`src/rtl/cpuhp_pkg.sv`:
```
package cpuhp_pkg;
   localparam int unsigned BUS_W   = 32;
   localparam int unsigned BYTES_W = BUS_W / 8;

   localparam logic [1:0] W_IDHI = 2'd0;
   localparam logic [1:0] W_STAT = 2'd1;
   localparam logic [1:0] W_DATA = 2'd2;

   localparam logic [7:0] CMD_SCAN   = 8'd0;
   localparam logic [7:0] CMD_OSTEV  = 8'd1;
   localparam logic [7:0] CMD_OSTST  = 8'd2;
   localparam logic [7:0] CMD_ARCHID = 8'd3;

   function automatic logic [BUS_W-1:0] be_merge(input logic [BUS_W-1:0] old_v,
                                                 input logic [BUS_W-1:0] new_v,
                                                 input logic [BYTES_W-1:0] be);
      logic [BUS_W-1:0] r;
      r = old_v;
      for (int b = 0; b < int'(BYTES_W); b++)
         if (be[b]) r[8*b +: 8] = new_v[8*b +: 8];
      return r;
   endfunction

   function automatic logic [BUS_W-1:0] be_mask(input logic [BYTES_W-1:0] be);
      logic [BUS_W-1:0] m;
      for (int b = 0; b < int'(BYTES_W); b++)
         m[8*b +: 8] = {8{be[b]}};
      return m;
   endfunction
endpackage

```
`src/rtl/cpuhp_slot_array.sv`:
```
module cpuhp_slot_array #(
   parameter int unsigned N  = 8,
   parameter int unsigned SW = 3
) (
   input  logic          clk,
   input  logic          rst_n,
   input  logic          add_req,
   input  logic [SW-1:0] add_slot,
   input  logic          rem_req,
   input  logic [SW-1:0] rem_slot,
   input  logic          ack_en,
   input  logic [SW-1:0] ack_slot,
   input  logic          ack_ins,
   input  logic          ack_rem,
   output logic [N-1:0]  en_o,
   output logic [N-1:0]  ins_o,
   output logic [N-1:0]  rem_o
);
   for (genvar i = 0; i < int'(N); i++) begin : g_slot
      logic hit_add, hit_rem, hit_ack;
      assign hit_add = add_req && (add_slot == SW'(i));
      assign hit_rem = rem_req && (rem_slot == SW'(i));
      assign hit_ack = ack_en  && (ack_slot == SW'(i));

      always_ff @(posedge clk) begin
         if (!rst_n) begin
            en_o[i]  <= 1'b0;
            ins_o[i] <= 1'b0;
            rem_o[i] <= 1'b0;
         end else begin
            if (hit_ack && ack_ins) ins_o[i] <= 1'b0;
            if (hit_ack && ack_rem) begin
               rem_o[i] <= 1'b0;
               en_o[i]  <= 1'b0;
            end
            if (hit_add) begin
               en_o[i]  <= 1'b1;
               ins_o[i] <= 1'b1;
            end
            if (hit_rem) rem_o[i] <= 1'b1;
         end
      end
   end
endmodule

```
`src/rtl/cpuhp_pend_scan.sv`:
```
module cpuhp_pend_scan #(
   parameter int unsigned N  = 8,
   parameter int unsigned SW = 3
) (
   input  logic [N-1:0]  pend,
   output logic          found,
   output logic [SW-1:0] idx
);
   always_comb begin
      found = 1'b0;
      idx   = '0;
      for (int i = int'(N) - 1; i >= 0; i--) begin
         if (pend[i]) begin
            found = 1'b1;
            idx   = SW'(i);
         end
      end
   end
endmodule

```
`src/rtl/cpuhp_regs.sv`:
```
module cpuhp_regs
   import cpuhp_pkg::*;
#(
   parameter int unsigned MAX_SLOTS = 8,
   parameter logic [63:0] ID_BASE   = 64'h0000_00A5_0000_0010,
   parameter logic [63:0] ID_STRIDE = 64'd2,
   localparam int unsigned SEL_W    = (MAX_SLOTS > 1) ? $clog2(MAX_SLOTS) : 1
) (
   input  logic             clk,
   input  logic             rst_n,
   input  logic             bus_wr,
   input  logic             bus_rd,
   input  logic [1:0]       bus_word,
   input  logic [3:0]       bus_be,
   input  logic [31:0]      bus_wdata,
   output logic [31:0]      bus_rdata,
   input  logic             add_req,
   input  logic [SEL_W-1:0] add_slot,
   input  logic             rem_req,
   input  logic [SEL_W-1:0] rem_slot,
   output logic [31:0]      ost_event_o,
   output logic [31:0]      ost_status_o,
   output logic             ost_pulse_o
);
   if (MAX_SLOTS < 1 || MAX_SLOTS > 1024) begin : g_bad_slots
      $error("cpuhp_regs: MAX_SLOTS must lie in 1..1024");
   end
   if (ID_STRIDE == 64'd0) begin : g_bad_stride
      $error("cpuhp_regs: ID_STRIDE must be nonzero");
   end

   logic [31:0]      sel_q = '0;
   logic             sel_valid;
   logic [SEL_W-1:0] sel_idx;
   logic [7:0]       cmd_q;
   logic [MAX_SLOTS-1:0] slot_en, slot_ins, slot_rem;
   logic             scan_found;
   logic [SEL_W-1:0] scan_idx;
   logic             scan_go;
   logic             wr_sel, wr_ctl, wr_cmd, wr_data;
   logic [63:0]      arch_id;
   logic [31:0]      rd_raw;

   assign sel_valid = (sel_q < 32'(MAX_SLOTS));
   assign sel_idx   = sel_q[SEL_W-1:0];

   assign wr_sel  = bus_wr && (bus_word == W_IDHI);
   assign wr_ctl  = bus_wr && (bus_word == W_STAT) && bus_be[0] && sel_valid;
   assign wr_cmd  = bus_wr && (bus_word == W_STAT) && bus_be[1] && sel_valid;
   assign wr_data = bus_wr && (bus_word == W_DATA) && sel_valid;
   assign scan_go = wr_cmd && (bus_wdata[15:8] == CMD_SCAN);

   cpuhp_slot_array #(.N(MAX_SLOTS), .SW(SEL_W)) slots_i (
      .clk      (clk),
      .rst_n    (rst_n),
      .add_req  (add_req),
      .add_slot (add_slot),
      .rem_req  (rem_req),
      .rem_slot (rem_slot),
      .ack_en   (wr_ctl),
      .ack_slot (sel_idx),
      .ack_ins  (bus_wdata[1]),
      .ack_rem  (bus_wdata[2]),
      .en_o     (slot_en),
      .ins_o    (slot_ins),
      .rem_o    (slot_rem)
   );

   cpuhp_pend_scan #(.N(MAX_SLOTS), .SW(SEL_W)) scan_i (
      .pend  (slot_ins | slot_rem),
      .found (scan_found),
      .idx   (scan_idx)
   );

   // Selector: no reset, so a platform reset keeps the guest's choice.
   always_ff @(posedge clk) begin
      if (wr_sel)
         sel_q <= be_merge(sel_q, bus_wdata, bus_be);
      else if (scan_go && scan_found)
         sel_q <= 32'(scan_idx);
   end

   always_ff @(posedge clk) begin
      if (!rst_n) begin
         cmd_q        <= CMD_SCAN;
         ost_event_o  <= '0;
         ost_status_o <= '0;
         ost_pulse_o  <= 1'b0;
      end else begin
         ost_pulse_o <= 1'b0;
         if (wr_cmd) cmd_q <= bus_wdata[15:8];
         if (wr_data && cmd_q == CMD_OSTEV)
            ost_event_o <= be_merge(ost_event_o, bus_wdata, bus_be);
         if (wr_data && cmd_q == CMD_OSTST) begin
            ost_status_o <= be_merge(ost_status_o, bus_wdata, bus_be);
            ost_pulse_o  <= 1'b1;
         end
      end
   end

   assign arch_id = ID_BASE + (64'(sel_idx) * ID_STRIDE);

   always_comb begin
      rd_raw = '0;
      if (sel_valid) begin
         case (bus_word)
            W_IDHI: if (cmd_q == CMD_ARCHID) rd_raw = arch_id[63:32];
            W_STAT: rd_raw = {29'd0, slot_rem[sel_idx], slot_ins[sel_idx], slot_en[sel_idx]};
            W_DATA: begin
               if (cmd_q == CMD_SCAN)        rd_raw = sel_q;
               else if (cmd_q == CMD_ARCHID) rd_raw = arch_id[31:0];
            end
            default: rd_raw = '0;
         endcase
      end
   end

   assign bus_rdata = bus_rd ? (rd_raw & be_mask(bus_be)) : '0;
endmodule

```
`config.mk`:
```
export PLATFORM = sky130hd
export DESIGN_NAME = cpuhp_regs
export DESIGN_NICKNAME = d
export VERILOG_FILES = /design/src/rtl/cpuhp_pkg.sv /design/src/rtl/cpuhp_slot_array.sv /design/src/rtl/cpuhp_pend_scan.sv /design/src/rtl/cpuhp_regs.sv
export SDC_FILE = /design/constraint.sdc
export NUM_CORES = 1
export LEC_CHECK = 0
export ABC_AREA = 0
export BUFFER_PORTS_ARGS = -buffer_cell sky130_fd_sc_hd__buf_2
export CAP_MARGIN = 20
export CORE_ASPECT_RATIO = 0.5
export CORE_MARGIN = 2
export CORE_UTILIZATION = 40
export DETAILED_ROUTE_END_ITERATION = 7
export GPL_ROUTABILITY_DRIVEN = 0
export PLACE_DENSITY = 0.61
export SLEW_MARGIN = 20
export SYNTH_ARGS = -nofsm -noshare
export SYNTH_HDL_FRONTEND = slang
export SYNTH_SLANG_ARGS = --single-unit
```
`constraint.sdc`:
```
create_clock -name clk -period 6.9 [get_ports clk]
set_input_delay 2.07 -clock clk [delete_from_list [all_inputs] [get_ports clk]]
set_output_delay 2.07 -clock clk [all_outputs]
set_load 0.005 [all_outputs]
```
## Word-level counts from Yosys, hierarchy flattened

Cells that the tools add are included.

| word-level totals | value |
|---|---|
| flip-flop bits (word level) | 129 |
| bits in writable memories | 0 |
| memories | 0 |
| word-level logic and storage cells | 243 |
| output and inout bits | 97 |
| ROM bits | 0 |
| bits in latches | 0 |

| cells by class | value |
|---|---|
| $lt $le $gt $ge | 2 |
| divide/modulo/power cells | 0 |
| bitwise operators | 2 |
| add/subtract/negate cells | 1 |
| $mul | 0 |
| reduce and logical (&&, ||, !) cells | 95 |
| shift operators | 0 |
| muxes and demuxes | 75 |
| equality and inequality tests | 30 |

Operator list:

| cell | count |
|---|---|
| $mux 32 | 6 |
| $pmux 32 s3 | 1 |
| $logic_and 1x1->1 | 52 |
| $mux 1 | 52 |
| $reduce_bool 2->1 | 25 |
| $add 40x4->41 const A | 1 |
| $eq 3x3->1 const B | 12 |
| $and 32x32->32 | 1 |
| $lt 32x4->1 const B | 1 |
| $mux 8 | 4 |
| $mux 3 | 8 |
| $reduce_and 2->1 | 12 |
| $eq 3x2->1 const B | 6 |
| $eq 8x2->1 const B | 2 |
| $logic_not 8->1 | 2 |
| $bmux 1 s3 | 3 |
| $eq 3x1->1 const B | 3 |
| $logic_not 3->1 | 3 |
| $mux 9 | 1 |
| $eq 8x1->1 const B | 1 |
| $ne 2x2->1 const B | 4 |
| $or 8x8->8 | 1 |
| $lt 3x4->1 const B | 1 |
| $eq 2x1->1 const B | 1 |
| 2 further kinds | 2 |

## Logic depth before layout (Yosys ltp)

| depth | value |
|---|---|
| word-level depth | 12 |
| mapped depth | 7 |
| depth with buffers taken out | 5 |

## By module

From an unflattened synthesis, not the netlist that was laid out.

| second synthesis, totals | value |
|---|---|
| cell total of the unflattened synthesis | 603 |
| area, all modules | 6,053.3 um^2 |

Modules (own cells, without submodules):

| module | area an instance (um^2) | seq. area each (um^2) | instances | cells each |
|---|---|---|---|---|
| cpuhp_regs | 5,019.8 | 2,422.3 | 1 | 484 |
| cpuhp_slot_array | 953.4 | 480.5 | 1 | 106 |
| cpuhp_pend_scan | 80.1 | 0.0 | 1 | 13 |

## Least setup slack after synthesis

OpenSTA, ideal clock, no wires.

| timing path | value |
|---|---|
| kind | input to output |
| start point | input bus_word[1] |
| end point | output bus_rdata[2] |
| path slack | 1,933 ps |
| arrival | 2,897 ps |
| buffers on the path | 1 |
| stages on the path | 5 |
| cells stage by stage | clkbuf_1 > nor2b_1 > nor2b_1 > nand2_1 > a21oi_1 |

| between the ends | value |
|---|---|
| cells in the longest elaborated chain, start to end | 5 |

RTL lines:

| what | line | RTL |
|---|---|---|
| start, declared | cpuhp_regs.sv:13 | `input logic [1:0] bus_word,` |
| $eq 2x2->1 (tied with other cells) | cpuhp_regs.sv:106 | `case (bus_word)` |
| $pmux 32 s3 * | cpuhp_regs.sv:106 |  |
| $mux 32 * | cpuhp_regs.sv:105 | `if (sel_valid) begin` |
| $and 32x32->32 * | cpuhp_regs.sv:118 | `assign bus_rdata = bus_rd ? (rd_raw & be_mask(bus_be)) : '0;` |
| $mux 32 * | cpuhp_regs.sv:118 |  |
| end, declared | cpuhp_regs.sv:16 | `output logic [31:0] bus_rdata,` |

Every way passes the cells marked *; elsewhere a longest branch is shown, timed or not.

## Worst setup path in the final report

| timing path | value |
|---|---|
| start point | input bus_word[0] |
| end point | output bus_rdata[2] |

The elaborated chain is that of the path after synthesis.

==> run summary <==
The run finished with clean final reports. The width of the chip was 173.3 um. The clock-pin slew on the worst setup and hold paths came out at 60 ps.

In this run the power density over the cells is 247.5 nW/um2. Max-cap violations in this run came to 0. For the pin with the worst max-slew slack, the measured transition is 744.9 ps.

The run gives 4445 as the number of global-route vias before repair. Cells with a size suffix above 1 make up 24.27% of the layout. After synthesis, the mean cell area works out to 9.752 um2. The design draws 1.724 mW. The logs give 15370 um2 for the floorplan die area and 0.1533 mV for the worst ir drop on vdd. The routed wire length came out at 13970 um.

Across all layers, the routed design uses 4583 vias. The number of antenna violations at the first check in global routing was 0; the buffers inserted during post-CTS setup optimization was 0. The number of nets in the final layout came out at 754.

The number of different library cells used by synthesis comes to 39. Dividing the detail-routed wire length by the instance count gives 15.37 um. Critical setup path kind: input port to output port. The tree is rooted in a sky130_fd_sc_hd__clkbuf_16. The quantity of I/O buffers inserted on ports is 121, and the initial cell density of the core is 41.63%.

The tools report the kind of capture point of the worst setup path as an output port. Clock tree synthesis inserted a total of 17 buffers. The run gives 0 as the final max-slew violation count. In this run the worst hold path is classified as flop to flop.

Entering global routing, the biggest net connects 78 pins. The floorplan core area is 13780 um2. In the finished design, the share of the clock period the worst path needs comes to 76.15%. The logs give 5734 um2 for the area of the mapped netlist and 909 for the final instance count without filler cells. Utilization of the core after routing: 50.56%.

Based on the critical path, the design can be clocked at up to 0.1903 GHz. The count of inserted antenna diode cells came out at 0. Once detail routing completed, the nets flagged for antenna violations numbered 0. In this run the static leakage power is 2.729 nW. During synthesis, Yosys emitted a total of 0 warnings. Max-slew headroom at the worst pin: 50.34%.

The count of unresolved DRC violations after routing came out at 0. For the final routed database, the setup TNS stands at 0 ps. For this block, the initial DRC count from the detailed router was 334. After clock tree synthesis, the repair step resized 0 gates. The floorplan die height is 88.67 um, and the clock latency of the later-clocked register in the worst-skew pair is 410 ps. The finished layout cell area is 6965 um2, and the sequential cell area fraction in the yosys report is 50.62%. The number of placed instances, taps included, is 877. In this run, synthesis inferred 32 flip-flops with an integrated enable.

In the synthesized netlist, the number of instances is 588. The tools report the arrival time of the worst setup path as 3180 ps. The logs give 0 for the number of hold-slack violations in the final timing report and 5 for the iteration count of the initial detailed-routing pass.

Detailed placement finished with a half-perimeter wire length of 9984 um. The total global routing track utilization is 18.92%, and the deepest level of the CTS H-tree is 4. TritonCTS built the clock tree. The area overhead of the layout relative to synthesis is 21.47%. The run gives 129 as the clock net sink count.

The count of endpoints failing setup in the final report is 0, and the time the worst path needs with I/O delays and setup is 5254 ps. The number of top-level design ports is 147, and the number of register bits inferred by synthesis is 129. STA puts the critical path data required time at 4830 ps.

Setup repair after global routing left no endpoint under its margin. The post-synthesis async set-or-reset flop share is 0%, and the number of vias per cell after detailed routing is 5.042. The floorplan has 30 rows.

The number of hold buffers added after cts is 0. The main flop type after synthesis was sky130_fd_sc_hd__dfxtp_1. The first global-routing pass estimated 22640 um of wire.

Of all nets on the critical path, the largest fanout is 8. The logs give 6411 um2 for the cell area after placement and 2 for the worst-case clock buffer depth. On the final layout, the worst clock skew is 11.17 ps.

The total overflow left after global routing is 0. The kind of start point of the critical path is an input port.
final timing paths:
| kind | start | to | slack (ps) | cells past startpoint |
|---|---|---|---|---|
| max | bus_word[0] | bus_rdata[2] | 1650 | 6 |
| min | ost_event_o[17]$_SDFFE_PN0P_ | ost_event_o[17]$_SDFFE_PN0P_ | 450 | 2 |
| max reg2reg | sel_q[17]$_SDFFCE_PN0P_ | sel_q[3]$_SDFFCE_PN0P_ | 3840 | 5 |
| min reg2reg | ost_event_o[17]$_SDFFE_PN0P_ | ost_event_o[17]$_SDFFE_PN0P_ | 450 | 2 |
flip-flops by register name, indices dropped and copies added (netlist names):
name	count
ost_event_o	32
sel_q	32
ost_pulse_o	1
ost_status_o	32
slots_i.rem_o	8
cmd_q	8
slots_i.en_o	8
slots_i.ins_o	8
cells in the mapped netlist, types with 2 or more instances:
cell type                  instances  area (um2)
sky130_fd_sc_hd__a21o_1            5       37.54
sky130_fd_sc_hd__a21oi_1          28       140.1
sky130_fd_sc_hd__a22o_1            2       17.52
sky130_fd_sc_hd__a31oi_1           2       12.51
sky130_fd_sc_hd__a32oi_1           2       17.52
sky130_fd_sc_hd__and2_1           30       187.7
sky130_fd_sc_hd__and3_1            2       12.51
sky130_fd_sc_hd__buf_1             2       7.510
sky130_fd_sc_hd__buf_4            25       187.7
sky130_fd_sc_hd__clkbuf_1         23       86.33
sky130_fd_sc_hd__dfxtp_1          97        1942
sky130_fd_sc_hd__edfxtp_1         32       960.9
sky130_fd_sc_hd__mux2i_1          64       640.6
sky130_fd_sc_hd__mux4_2            6       135.1
sky130_fd_sc_hd__nand2_1         113       424.2
sky130_fd_sc_hd__nand2b_1          4       25.02
sky130_fd_sc_hd__nand3_1          19       95.09
sky130_fd_sc_hd__nand3b_1          2       15.01
sky130_fd_sc_hd__nand4_1           3       18.77
sky130_fd_sc_hd__nand4b_1          2       17.52
sky130_fd_sc_hd__nor2_1           32       120.1
sky130_fd_sc_hd__nor2_4            8       90.09
sky130_fd_sc_hd__nor2b_1           4       25.02
sky130_fd_sc_hd__nor3_1           11       55.05
sky130_fd_sc_hd__nor3b_1          10       75.07
sky130_fd_sc_hd__nor4_1            9       56.30
sky130_fd_sc_hd__nor4_2            2       25.02
sky130_fd_sc_hd__o21ai_0          35       175.2
sky130_fd_sc_hd__o31ai_1           2       15.01
sky130_fd_sc_hd__or4_1             3       22.52
layer usage:
metal  wire (um)  vias to the layer above  global-route usage [%]
li1            -                     2249                       -
met1        6644                     2188                   24.77
met2        6475                      128                   31.38
met3         697                       18                   4.167
met4         153                        0                   7.088
met5           0                        -                       0
cells in the final DEF, fill, tap and decap left out, types with 4 or more instances in the layout:
cell,n
sky130_fd_sc_hd__o21ai_0,35
sky130_fd_sc_hd__nor3b_1,9
sky130_fd_sc_hd__dfxtp_1,97
sky130_fd_sc_hd__mux2i_1,64
sky130_fd_sc_hd__nand3_1,19
sky130_fd_sc_hd__conb_1,25
sky130_fd_sc_hd__nor2b_1,4
sky130_fd_sc_hd__and2_1,30
sky130_fd_sc_hd__nor2_1,32
sky130_fd_sc_hd__mux4_2,6
sky130_fd_sc_hd__edfxtp_1,32
sky130_fd_sc_hd__a21oi_1,28
sky130_fd_sc_hd__nor2_4,8
sky130_fd_sc_hd__nand2_1,113
sky130_fd_sc_hd__buf_2,120
sky130_fd_sc_hd__nand2b_1,4
sky130_fd_sc_hd__nor4_1,9
sky130_fd_sc_hd__nor3_1,11
sky130_fd_sc_hd__clkbuf_16,17
sky130_fd_sc_hd__clkinvlp_4,4
sky130_fd_sc_hd__a21o_1,5
worst max-delay path, cell delays in order:
cell and delay (ps):
sky130_fd_sc_hd__buf_2 160, sky130_fd_sc_hd__nor2b_1 320, sky130_fd_sc_hd__nor2b_1 260, sky130_fd_sc_hd__nand2_1 80
sky130_fd_sc_hd__a21oi_1 150, sky130_fd_sc_hd__buf_2 130
power by group:
part / internal, mW / total, mW / switching [mW] / leakage [nW]
clock network: 0.505 / 0.845 / 0.339 / 0.263
logic: 0.0320 / 0.0872 / 0.0552 / 1.44
registers: 0.785 / 0.793 / 0.00778 / 1.02
total: 1.32 / 1.72 / 0.402 / 2.73
logic make-up after synthesis:
logic type,Yosys count,synth area share (%)
compound gates,78,7.550
buf+inv,50,4.909
flops,129,50.62
mux,70,13.53
other cells,1,0.06540
simple gates,260,23.33
final cells by class:
| type | instances | area, um2 |
|---|---|---|
| well taps | 192 | 240.2 |
| multi-input cells | 433 | 2645 |
| fillers | 1338 | 6810 |
| repair buffers | 123 | 623.1 |
| clock buffers | 20 | 446.7 |
| flip-flops and latches | 129 | 2903 |
| clock inverters | 12 | 107.6 |
stage by stage:
step | setup WS [ps] | hold slack, ps
after floorplan | 1933 | 444.7
after global placement | 1761 | 440.7
after detailed placement | 1683 | 443.3
after CTS | 1672 | 456.9
after global routing | 1567 | 471.1
final | 1646 | 454.1
No activity file was read; power rests on OpenSTA's default activity.
